## src/rtl/refsel_pkg.sv

```systemverilog
// Shared types and helpers for the reference clock selector.
// Assumes exactly four candidates, coded on two bits.
package refsel_pkg;

    localparam int NUM_IN = 4;
    localparam int SEL_W  = 2;

    typedef logic [NUM_IN-1:0] in_vec_t;
    typedef logic [SEL_W-1:0]  sel_t;

    // First usable input after cur in ascending cyclic order; cur if none.
    function automatic sel_t next_usable(input in_vec_t usable, input sel_t cur);
        sel_t result;
        logic found;
        result = cur;
        found  = 1'b0;
        for (int k = 1; k < NUM_IN; k++) begin
            sel_t idx;
            idx = cur + sel_t'(k);
            if (!found && usable[idx]) begin
                result = idx;
                found  = 1'b1;
            end
        end
        return result;
    endfunction

endpackage

```

## src/rtl/refsel_clr_sync.sv

```systemverilog
// Synchronizes the asynchronous global clear pin and produces a one-cycle
// pulse on its falling edge. Assumes the pin idles high; all stages reset high.
module refsel_clr_sync #(
    parameter int STAGES = 2
) (
    input  logic clk,
    input  logic rst_n,
    input  logic pin_n,
    output logic fall_pulse
);

    logic [STAGES-1:0] sync_q;
    logic              prev_q;

    // Shift the pin through the synchronizer and keep the last value for edge detection.
    always_ff @(posedge clk) begin
        if (!rst_n) begin
            sync_q <= '1;
            prev_q <= 1'b1;
        end else begin
            sync_q <= {sync_q[STAGES-2:0], pin_n};
            prev_q <= sync_q[STAGES-1];
        end
    end

    // A falling edge is a high-to-low step at the synchronizer output.
    always_comb fall_pulse = prev_q & ~sync_q[STAGES-1];

    p_single_pulse_r5: assert property (@(posedge clk) disable iff (!rst_n)
        fall_pulse |=> !fall_pulse);

endmodule

```

## src/rtl/refsel_phase_timer.sv

```systemverilog
// Turns a phase fault on the input in use into a failure strobe on that
// input exactly DIV_P cycles later. Assumes DIV_P >= 1. One fault is
// tracked at a time.
module refsel_phase_timer
    import refsel_pkg::*;
#(
    parameter int DIV_P = 8
) (
    input  logic    clk,
    input  logic    rst_n,
    input  logic    phase_err,
    input  sel_t    sel,
    output in_vec_t phase_hit
);

    localparam int CNT_W = $clog2(DIV_P + 1);

    logic [CNT_W-1:0] cnt_q;
    sel_t             tgt_q;

    // Load the window on a new phase fault, then count it down.
    always_ff @(posedge clk) begin
        if (!rst_n) begin
            cnt_q <= '0;
            tgt_q <= '0;
        end else if (cnt_q != '0) begin
            cnt_q <= cnt_q - 1'b1;
        end else if (phase_err) begin
            cnt_q <= CNT_W'(DIV_P);
            tgt_q <= sel;
        end
    end

    // Strobe the latched target in the last cycle of the window.
    always_comb begin
        phase_hit = '0;
        if (cnt_q == CNT_W'(1))
            phase_hit[tgt_q] = 1'b1;
    end

    p_hit_onehot_r9: assert property (@(posedge clk) disable iff (!rst_n)
        $onehot0(phase_hit));
    p_cnt_bound_r9: assert property (@(posedge clk) disable iff (!rst_n)
        cnt_q <= CNT_W'(DIV_P));

endmodule

```

## src/rtl/refsel_alarm_bank.sv

```systemverilog
// Sticky per-input failure flags (1 = failed). A set beats a clear in the
// same cycle. The global clear clears all flags; a register write clears
// the flags whose data bit is 0.
module refsel_alarm_bank
    import refsel_pkg::*;
(
    input  logic    clk,
    input  logic    rst_n,
    input  in_vec_t eligible,
    input  in_vec_t raw_fault,
    input  in_vec_t phase_hit,
    input  logic    clr_all,
    input  logic    reg_wr,
    input  in_vec_t reg_wdata,
    output in_vec_t fail_q
);

    in_vec_t set_vec;
    in_vec_t clr_vec;

    // Work out which flags are set and which are cleared this cycle.
    always_comb begin
        set_vec = (raw_fault & eligible) | phase_hit;
        if (clr_all)
            clr_vec = '1;
        else if (reg_wr)
            clr_vec = ~reg_wdata;
        else
            clr_vec = '0;
    end

    // Update the flags; a set overrides a clear.
    always_ff @(posedge clk) begin
        if (!rst_n)
            fail_q <= '0;
        else
            fail_q <= (fail_q & ~clr_vec) | set_vec;
    end

    for (genvar i = 0; i < NUM_IN; i++) begin : g_chk
        p_sticky_r4: assert property (@(posedge clk) disable iff (!rst_n)
            (fail_q[i] && !clr_all && !(reg_wr && !reg_wdata[i])) |=> fail_q[i]);
        p_fault_wins_r10: assert property (@(posedge clk) disable iff (!rst_n)
            (raw_fault[i] && eligible[i]) |=> fail_q[i]);
        p_unqual_ignored_r2: assert property (@(posedge clk) disable iff (!rst_n)
            (!eligible[i] && !phase_hit[i] && !fail_q[i]) |=> !fail_q[i]);
    end

endmodule

```

## src/rtl/refsel_select_fsm.sv

```systemverilog
// Holds the selected input and the loss-of-lock state. In automatic mode it
// moves to the next usable input in cyclic order when the current one becomes
// unusable. Loss of lock is left only through master reset.
module refsel_select_fsm
    import refsel_pkg::*;
(
    input  logic    clk,
    input  logic    rst_n,
    input  logic    auto_en,
    input  sel_t    primary,
    input  in_vec_t usable,
    input  logic    clr_all,
    output sel_t    sel_q,
    output logic    lost_q
);

    logic any_usable;

    // Note whether any input is still usable.
    always_comb any_usable = |usable;

    // Selection and loss-of-lock update.
    always_ff @(posedge clk) begin
        if (!rst_n) begin
            sel_q  <= primary;
            lost_q <= 1'b0;
        end else begin
            if (!any_usable)
                lost_q <= 1'b1;
            if (!auto_en || clr_all)
                sel_q <= primary;
            else if (!lost_q && !usable[sel_q] && any_usable)
                sel_q <= next_usable(usable, sel_q);
        end
    end

    p_lock_hold_r8: assert property (@(posedge clk) disable iff (!rst_n)
        lost_q |=> lost_q);
    p_failover_moves_r7: assert property (@(posedge clk) disable iff (!rst_n)
        (auto_en && !clr_all && !lost_q && !usable[sel_q] && any_usable)
        |=> (sel_q != $past(sel_q)));
    p_sel_stable_r6: assert property (@(posedge clk) disable iff (!rst_n)
        (auto_en && !clr_all && !lost_q && usable[sel_q]) |=> $stable(sel_q));
    p_manual_follow_r11: assert property (@(posedge clk) disable iff (!rst_n)
        !auto_en |=> (sel_q == $past(primary)));
    p_clr_primary_r5: assert property (@(posedge clk) disable iff (!rst_n)
        clr_all |=> (sel_q == $past(primary)));

endmodule

```

## src/rtl/refsel_top.sv

```systemverilog
// Redundant reference clock selector: four candidates, sticky alarms with a
// global and a per-bit clear path, cyclic automatic failover, loss-of-lock
// flag. Assumes raw_fault, qual and phase_err are already synchronous to clk.
module refsel_top
    import refsel_pkg::*;
#(
    parameter int DIV_P       = 8,
    parameter int SYNC_STAGES = 2
) (
    input  logic       clk,
    input  logic       rst_n,
    input  logic       auto_en,
    input  logic [1:0] primary_sel,
    input  logic       qual_en,
    input  logic [3:0] qual,
    input  logic [3:0] raw_fault,
    input  logic       phase_err,
    input  logic       alarm_clr_n,
    input  logic       reg_wr,
    input  logic [3:0] reg_wdata,
    output logic [1:0] sel_code,
    output logic [3:0] alarm_ok,
    output logic [3:0] eligible,
    output logic       lock
);

    in_vec_t elig_vec;
    in_vec_t fail_vec;
    in_vec_t usable_vec;
    in_vec_t phase_vec;
    sel_t    sel_vec;
    logic    clr_pulse;
    logic    lost;

    // Effective eligibility and usability of each input.
    always_comb begin
        elig_vec   = qual_en ? qual : '1;
        usable_vec = elig_vec & ~fail_vec;
    end

    refsel_clr_sync #(.STAGES(SYNC_STAGES)) u_clr_sync (
        .clk        (clk),
        .rst_n      (rst_n),
        .pin_n      (alarm_clr_n),
        .fall_pulse (clr_pulse)
    );

    refsel_phase_timer #(.DIV_P(DIV_P)) u_phase (
        .clk       (clk),
        .rst_n     (rst_n),
        .phase_err (phase_err),
        .sel       (sel_vec),
        .phase_hit (phase_vec)
    );

    refsel_alarm_bank u_alarms (
        .clk       (clk),
        .rst_n     (rst_n),
        .eligible  (elig_vec),
        .raw_fault (raw_fault),
        .phase_hit (phase_vec),
        .clr_all   (clr_pulse),
        .reg_wr    (reg_wr),
        .reg_wdata (reg_wdata),
        .fail_q    (fail_vec)
    );

    refsel_select_fsm u_fsm (
        .clk     (clk),
        .rst_n   (rst_n),
        .auto_en (auto_en),
        .primary (primary_sel),
        .usable  (usable_vec),
        .clr_all (clr_pulse),
        .sel_q   (sel_vec),
        .lost_q  (lost)
    );

    // Drive the outputs.
    always_comb begin
        sel_code = sel_vec;
        alarm_ok = ~fail_vec;
        eligible = elig_vec;
        lock     = ~lost;
    end

    p_eligible_r2: assert property (@(posedge clk) disable iff (!rst_n)
        !qual_en |-> (eligible == 4'hF));
    p_lock_drop_r8: assert property (@(posedge clk) disable iff (!rst_n)
        (usable_vec == '0) |=> !lock);

endmodule

```

## config.mk

```make
export PLATFORM = sky130hd
export DESIGN_NAME = refsel_top
export DESIGN_NICKNAME = d
export VERILOG_FILES = /design/src/rtl/refsel_pkg.sv /design/src/rtl/refsel_clr_sync.sv /design/src/rtl/refsel_phase_timer.sv /design/src/rtl/refsel_alarm_bank.sv /design/src/rtl/refsel_select_fsm.sv /design/src/rtl/refsel_top.sv
export SDC_FILE = /design/constraint.sdc
export NUM_CORES = 1
export LEC_CHECK = 0
export BUFFER_PORTS_ARGS = -buffer_cell sky130_fd_sc_hd__buf_4
export CAP_MARGIN = 20
export CORE_ASPECT_RATIO = 0.8
export CORE_MARGIN = 2
export CORE_UTILIZATION = 48
export CTS_CLUSTER_DIAMETER = 120
export DETAILED_ROUTE_END_ITERATION = 6
export PLACE_DENSITY = 0.8
export SLEW_MARGIN = 30
export SYNTH_ARGS = -nofsm -noshare
export SYNTH_HDL_FRONTEND = slang
export SYNTH_SLANG_ARGS = --single-unit
```

## constraint.sdc

```tcl
create_clock -name clk -period 1.9 [get_ports clk]
set_clock_uncertainty 0.1 [all_clocks]
set_input_delay 0.19 -clock clk [delete_from_list [all_inputs] [get_ports clk]]
set_output_delay 0.19 -clock clk [all_outputs]
set_load 0.005 [all_outputs]
```

==> summary.txt, run 1 <==
Routing
  – DR vias/cell: about 5.4
  – Remaining DRCs: 0
  – Routed Antenna Nets: 0
  – Via total after detailed routing: 862
  – DR iter-0 viols: 16
  – Post-DR wirelength/cell: about 13 um
  – Final wirelength: 2030 um
  – Drt pass-1 iters: 4

Synth
  – Cells after synthesis: 102
  – EDFF count, synth: 2
  – Post-synth top area cell: dfxtp_1
  – Yosys reg bits: 16
  – Unique masters post-synth: 39
  – Synth Flop Type: dfxtp_1
  – Synth Area per Inst: 8.72 um2
  – Mapped Nets: 123
  – Synth Cell Area: 890 um2
  – Ys Warns: 0
  – Post-synth top area share: 31.5%
  – Seq/Total Area, Yosys: 38.3%
  – Area contributors post-synth: dfxtp_1 (32%), edfxtp_1 (6.8%), nand2b_1 (6.3%)
  – Fraction of registers with async set/reset: 0%

Placement
  – Port Buffer Count: 31
  – RePlAce Congestion: 0.852
  – HPWL Detailed: approximately 1600 um
  – Area post-placement: 1150 um2
  – Post-Place Cells: 154

STA
  – Final worst-path cycle share: 87.9%
  – Crit path time final: 1670 ps
  – Unrepaired setup endpoints after global routing: no
  – Worst Tran Pin Value: 423 ps
  – Slew margin rel.: 71.6%
  – Achievable frequency: around 600 MHz
  – Final Setup Violations: 0
  – Max Slew Vio Count: 0
  – Final hold vios: 0
  – Post-route setup TNS: 0 ps

Global route
  – Number of global-route vias before repair: just under 800
  – Antenna violations before repair: 0
  – Met1 Use GR: 25.0%
  – Grt met2 use: between 30 and 40%
  – First-pass GRT wire length: about 3300 um
  – Top Usage Layer GRT: met2
  – Gr ovfl total: 0
  – Gr usage total: 20.0%
  – GR Util met3: 5.71%
  – Largest net degree at the start of global routing: 16

Power
  – P_int: 635 uW
  – Cell Pwr Density: 768 nW/um2
  – Sw Pwr: between 200 and 300 uW
  – Sw Share: 30.6%
  – Sequential share of power: ~48%
  – Static leakage: roughly 0.51 nW
  – Comb pwr share: 27.9%
  – Max IR drop VDD: 0.524 mV
  – Clk pwr share: 24.6%

Finish
  – Area Growth Syn to Fin: 34.0%
  – Fill count: 127
  – Most common cell after layout, fill and taps aside: buf_4
  – Most frequent cells in the layout: buf_4 (31), dfxtp_1 (14), nand2b_1 (9)
  – Final nets: about 160
  – Fraction of layout cells with a size suffix above 1: about a third
  – Post-route cell area: 1190 um2
  – Final instance count without filler cells: 159
  – Number of diodes: 0

Die
  – I/O pins: 32
  – CORE AREA: 1680 um2
  – Die footprint: 2220 um2
  – Die H: approximately 43 um
  – Number of core rows: 13
  – Die X-Extent: 52.1 um
  – Starting density of the core: a little over half

Worst setup path
  – Depth of the worst register-to-register path: 5
  – Kind of cell adding the most delay to the critical path: multiplexers
  – Worst r2r src: u_alarms.fail_q[0]
  – Worst path slowest cell: mux4_2
  – Critical path depth: 5
  – Cell breakdown of the critical path: inv_1 -> and2_1 -> mux4_2 -> nor2_1 -> a21o_1
  – Crit end category: flip-flop
  – WP buf/inv: 1
  – Worst setup SP type: flip-flop
  – R2R setup slack: around 230 ps
  – Worst Setup EP: u_fsm.sel_q[0]
  – Crit path arrival time: around 1600 ps
  – CP max stage delay: 450 ps
  – Crit path from: u_alarms.fail_q[0]
  – Critical path type: reg -> reg
  – RR Endpoint: u_fsm.sel_q[0]
  – Required @ worst endpoint: 1820 ps
  – CP Max Fanout: 4

Job
  – Max-cap violations: 0

Status
  – Status: finished clean

CTS
  – Root Driver: clkbuf_4
  – Htree depth: 1
  – Num CTS Buffers: 3
  – CTS tree: yes
  – Clk slew on worst S/H paths: ~100 ps
  – CTS max path bufs: 2
  – Clk_lat worst skew: 290 ps
  – Total clock sinks: 16

Min path
  – Tightest Hold Check Type: in -> reg
  – Hold Path Stages: 2
## sequential cells by signal, indices dropped and copies added, names as in the netlist
register	count
u_phase.cnt_q	4
u_phase.tgt_q	2
u_fsm.lost_q	1
u_fsm.sel_q	2
u_clr_sync.sync_q	2
u_alarms.fail_q	4
u_clr_sync.prev_q	1
## how the worst min path moves through the flow
stage / from / endpoint
4_1_cts: rst_n / u_clr_sync.sync_q[1]
3_3_place_gp: alarm_clr_n / u_clr_sync.sync_q[0]
2_1_floorplan: rst_n / u_clr_sync.prev_q
5_1_grt: rst_n / u_clr_sync.sync_q[0]
3_5_place_dp: alarm_clr_n / u_clr_sync.sync_q[0]
6_report: rst_n / u_clr_sync.sync_q[1]
## routing by layer
layer / vias to the layer above / wire length (um)
met5: - / 0
met4: 0 / 9
met1: 392 / 940
met2: 26 / 950
li1: 442 / -
met3: 2 / 129
## synth_stat cells (2+ instances only)
master	count
nor3_1	3
nor2_1	7
o31ai_1	2
o21ai_0	4
and2_1	3
nand2b_2	2
a21oi_1	4
nand2b_1	9
a32oi_1	3
o211ai_1	2
dfxtp_1	14
nand4_1	2
edfxtp_1	2
nand2_1	8
a21boi_0	5
inv_1	8
nor2b_1	2
## logic make-up after synthesis
group,after synthesis,share of synthesized area (%)
simple gates,45,29.3
buf+inv,10,4.22
compound gates,29,24.6
mux,2,3.66
flops,16,38.3
## power groups by stage
| stage | Clock (mW) | Combinational (mW) | Sequential (mW) |
|---|---|---|---|
| floorplan | 0 | 0.162 | 0.429 |
| global placement | 0 | 0.248 | 0.437 |
| detailed placement | 0 | 0.254 | 0.442 |
| CTS | 0.232 | 0.256 | 0.434 |
| global route | 0.243 | 0.285 | 0.443 |
| finish | 0.225 | 0.255 | 0.435 |
## area by class of cell
class | count | area [um2] | share of cell area (%)
Clock buffer | 4 | 36.3 | 3.04
Inverter | 9 | 33.8 | 2.83
Multi-Input combinational cell | 76 | 512 | 42.9
Sequential cell | 16 | 340 | 28.5
Tap cell | 22 | 27.5 | 2.31
Timing Repair Buffer | 32 | 243 | 20.4
## worst register-to-register path: cells and delay by family, from the launching register on
kind	cells	cell delay [ps]
AND/OR/NAND/NOR	2	290
multiplexers	1	450
AO/OA/AOI/OAI	1	130
buffers and inverters	1	80
flip-flops	1	350
## what timing repair did
action / in CTS / in global routing
hold endpoints to repair: 1 / 0
setup buffers: 0 / 0
hold buffers: 1 / 0
gates resized for setup: 0 / 0
## through the flow
| stage | setup slack, ps | util [%] | hold WS (ps) | power (mW) |
|---|---|---|---|---|
| finish | 229 | 71.2 | 64.5 | 0.916 |
| global route | 179 | 71.2 | 64.4 | 0.971 |
| global placement | 130 | 68.4 | 275 | 0.685 |
| floorplan | 281 | - | 163 | 0.591 |
| CTS | 236 | 71.2 | 59.1 | 0.922 |
| detailed placement | 107 | 68.4 | 280 | 0.695 |
Power figures use the tool's default switching activity.
==> run 2: changes to the inputs <==
Settings changed: CORE_UTILIZATION 48 to 43, PLACE_DENSITY 0.8 to 0.76, SYNTH_HIERARCHICAL from default to 1.
Clock period 1.9 ns to 1.4 ns, I/O delays scaled along.
==> summary.txt, run 2 <==
Status
  – Status: complete, but fails checks
  – Failing checks: setup timing

Finish
  – Fraction of layout cells with a size suffix above 1: 50.9% (+19 points)
  – Number of diodes: 0 (unchanged)
  – Final nets: 187 (+18%)
  – Area of the multi-input gates: 564 um2 (+10%)
  – Post-route cell area: 1460 um2 (+23%)
  – Final core utilization: 76.7% (+5.5 points)
  – Most common cell after layout, fill and taps aside: buf_4
  – Area Growth Syn to Fin: 65.3%
  – Register Area: 345 um2 (+1.5%)
  – Biggest regs: u_alarms/fail_q x4, u_phase/cnt_q x4
  – Fill count: 131 (+3.1%)
  – Most frequent cells in the layout: buf_4 (52), nand2b_1 (11), dfxtp_1 (10)
  – Final instance count without filler cells: 189 (+19%)

Routing
  – Via total after detailed routing: 975 (+13%)
  – DR iter-0 viols: 16 (unchanged)
  – Remaining DRCs: 0 (unchanged)
  – Routed Antenna Nets: 0 (unchanged)
  – Post-DR wirelength/cell: 13.8 um (+8.2%)
  – DR vias/cell: 5.16 (-4.8%)
  – Drt pass-1 iters: 6 (+2)
  – Final wirelength: 2610 um (+29%)

Synth
  – Synth Cell Area: 886 um2 (-0.42%)
  – Most frequent cell after synthesis: dfxtp_1
  – Post-synth top area cell: dfxtp_1
  – Unique masters post-synth: 34 (-13%)
  – Synth Flop Type: dfxtp_1
  – Multiplexer share of the synthesized area: 6.07% (+2.4 points)
  – Synth Area in Compound Gates: 17.2% (-7.4 points)
  – Mapped Nets: 124 (+0.81%)
  – Yosys reg bits: 16 (unchanged)
  – Synth Area in Simple Gates: 34.3% (+5.1 points)
  – Largest family of logic cells by synthesized area: simple AND/OR/NAND/NOR gates
  – Synth Area per Inst: 8.60 um2 (-1.4%)
  – EDFF count, synth: 2 (unchanged)
  – Cells after synthesis: 103 (+0.98%)
  – Ys Warns: 6 (+6)
  – Seq/Total Area, Yosys: 38.4% (+0.16 points)
  – Fraction of registers with async set/reset: 0% (unchanged)
  – Post-synth top area share: 31.6% (+0.13 points)
  – Area share of fa/ha/maj cells after synthesis: 0% (unchanged)
  – Top post-synthesis cells by count: dfxtp_1 (14), nand2b_1 (11), nand2_1 (9), inv_1 (8)
  – Xor and xnor area share after synthesis: 0% (unchanged)
  – Area contributors post-synth: dfxtp_1 (32%), nand2b_1 (7.8%), edfxtp_1 (6.8%)

CTS
  – CTS tree: yes
  – Total clock sinks: 16 (unchanged)
  – Clk slew on worst S/H paths: 100 ps (about the same)
  – Root Driver: clkbuf_4
  – Num CTS Buffers: 3 (unchanged)
  – Htree depth: 1 (unchanged)
  – Clk_lat worst skew: 300 ps (about the same)
  – CTS max path bufs: 2 (unchanged)

STA
  – Worst Tran Pin Value: 250 ps (-173 ps)
  – Unrepaired setup endpoints after global routing: yes
  – Post-route setup TNS: -1390 ps (-1390 ps)
  – Setup slack after layout: -434 ps (-663 ps)
  – Max Slew Vio Count: 0 (unchanged)
  – Final Setup Violations: 4 (+4)
  – Slew margin rel.: 83.2% (+12 points)
  – Final hold vios: 0 (unchanged)
  – Final worst-path cycle share: 131% (+43 points)
  – Achievable frequency: 545 MHz (-8.9%)
  – Crit path time final: 1830 ps (+163 ps)

Die
  – Number of core rows: 14 (+1)
  – Die H: 44.6 um (+4.9%)
  – Starting density of the core: 46.4% (-6.7 points)
  – Die footprint: 2440 um2 (+10%)
  – Die X-Extent: 54.7 um (+5.0%)
  – CORE AREA: 1910 um2 (+14%)
  – I/O pins: 32 (unchanged)

Worst setup path
  – RR Endpoint: u_fsm/sel_q[0]
  – Crit end category: flip-flop
  – Required @ worst endpoint: 1330 ps (-490 ps)
  – CP max stage delay: 460 ps (about the same)
  – Worst setup SP type: flip-flop
  – Depth of the worst register-to-register path: 5 (unchanged)
  – Crit path arrival time: 1760 ps (+170 ps)
  – Critical path type: reg -> reg
  – Cell breakdown of the critical path: inv_2 -> and2_4 -> mux4_2 -> or3_4 -> o21ai_2
  – Crit path from: u_alarms/fail_q[3]
  – CP Max Fanout: 2 (-2)
  – Worst path slowest cell: mux4_2
  – Worst r2r src: u_alarms/fail_q[3]
  – R2R setup slack: -430 ps (-660 ps)

Min path
  – Tightest Hold Check Type: in -> reg
  – Hold Path Stages: 3 (+1)
  – Worst Hold Launch: raw_fault[0]
  – Worst hold endpoint: u_alarms/fail_q[0]

Placement
  – Post-Place Cells: 179 (+16%)
  – HPWL Detailed: 1830 um (+11%)
  – Pre-CTS setup slack: -504 ps (-611 ps)
  – Port Buffer Count: 31 (unchanged)
  – Area post-placement: 1310 um2 (+15%)
  – RePlAce Congestion: 0.852 (about the same)

Power
  – Max IR drop VDD: 0.734 mV (+40%)
  – Static leakage: 0.640 nW (+27%)
  – Cell Pwr Density: 949 nW/um2 (+24%)

Global route
  – Antenna violations before repair: 0 (unchanged)
  – First-pass GRT wire length: 3860 um (+16%)
  – Gr ovfl total: 0 (unchanged)
  – Largest net degree at the start of global routing: 17 (+1)
  – Gr usage total: 22.4% (+2.3 points)
  – Number of global-route vias before repair: 890 (+14%)

Job
  – Max-cap violations: 0 (unchanged)
==> run 2: cell types whose count changed after synthesis, sizes merged, moves of 2 or more <==
cell	previous run	this run
nand3b	1	4
o31ai	2	0
a31oi	0	2
nor3b	1	3
or3	0	2
nor2	8	5
a32oi	3	0
==> run 2: final cells by class <==
cell class	count	share of cell area, %
clock inverters	1	0.256
multi-input cells	78	38.5
inverters	8	2.05
clock buffers	3	1.54
well taps	24	2.05
repair buffers	59	32.0
flip-flops and latches	16	23.6
==> run 2: worst max path at each step <==
stage                endpoint  slack (ps)
2_1_floorplan  u_fsm/sel_q[0]        -430
3_3_place_gp   u_fsm/sel_q[0]        -450
3_5_place_dp   u_fsm/sel_q[0]        -500
4_1_cts        u_fsm/sel_q[0]        -430
5_1_grt        u_fsm/sel_q[0]        -480
6_report       u_fsm/sel_q[0]        -430
==> run 2: worst max-delay path: cells and delay by family, from the launching register on <==
family	cells	cell delay [ps]
and+or+nand+nor	2	480
muxes	1	460
DFF	1	350
AOI/OAI and AO/OA	1	130
buffers and inverters	1	40
==> run 2: power breakdown <==
group          leakage (nW)  switching (mW)  internal [mW]
clock                0.0154           0.159          0.104
sequential            0.137          0.0660          0.526
combinational         0.487           0.219          0.315
==> run 2: cell families (layout without fill, tap and decap cells) <==
family	count (synthesis)	after routing
AOI/OAI and AO/OA	23	23
muxes	4	4
and+or+nand+nor	51	51
DFF	16	16
buffers and inverters	9	71
==> run 2: per-layer routing <==
metal	part of all wire [%]	track usage (%)	up-vias
li1	-	-	485
met3	5.7	7.43	7
met2	50	38.1	33
met5	0	0	-
met4	1.0	4.50	0
met1	43	27.2	450
==> run 2: metrics by stage <==
step                power, mW  hold WS, ps
finish                   1.39         31.9
global route             1.46         37.8
CTS                      1.33         37.3
detailed placement       1.04          231
global placement         1.02          227
floorplan               0.833          113
==> run 2: repair_timing <==
item,CTS,global route
pin swaps,1,6
resized for setup,15,9
endpoints found under the setup margin,5,9
hold endpoints to repair,1,0
buffers inserted,0,5
hold buffers,1,0
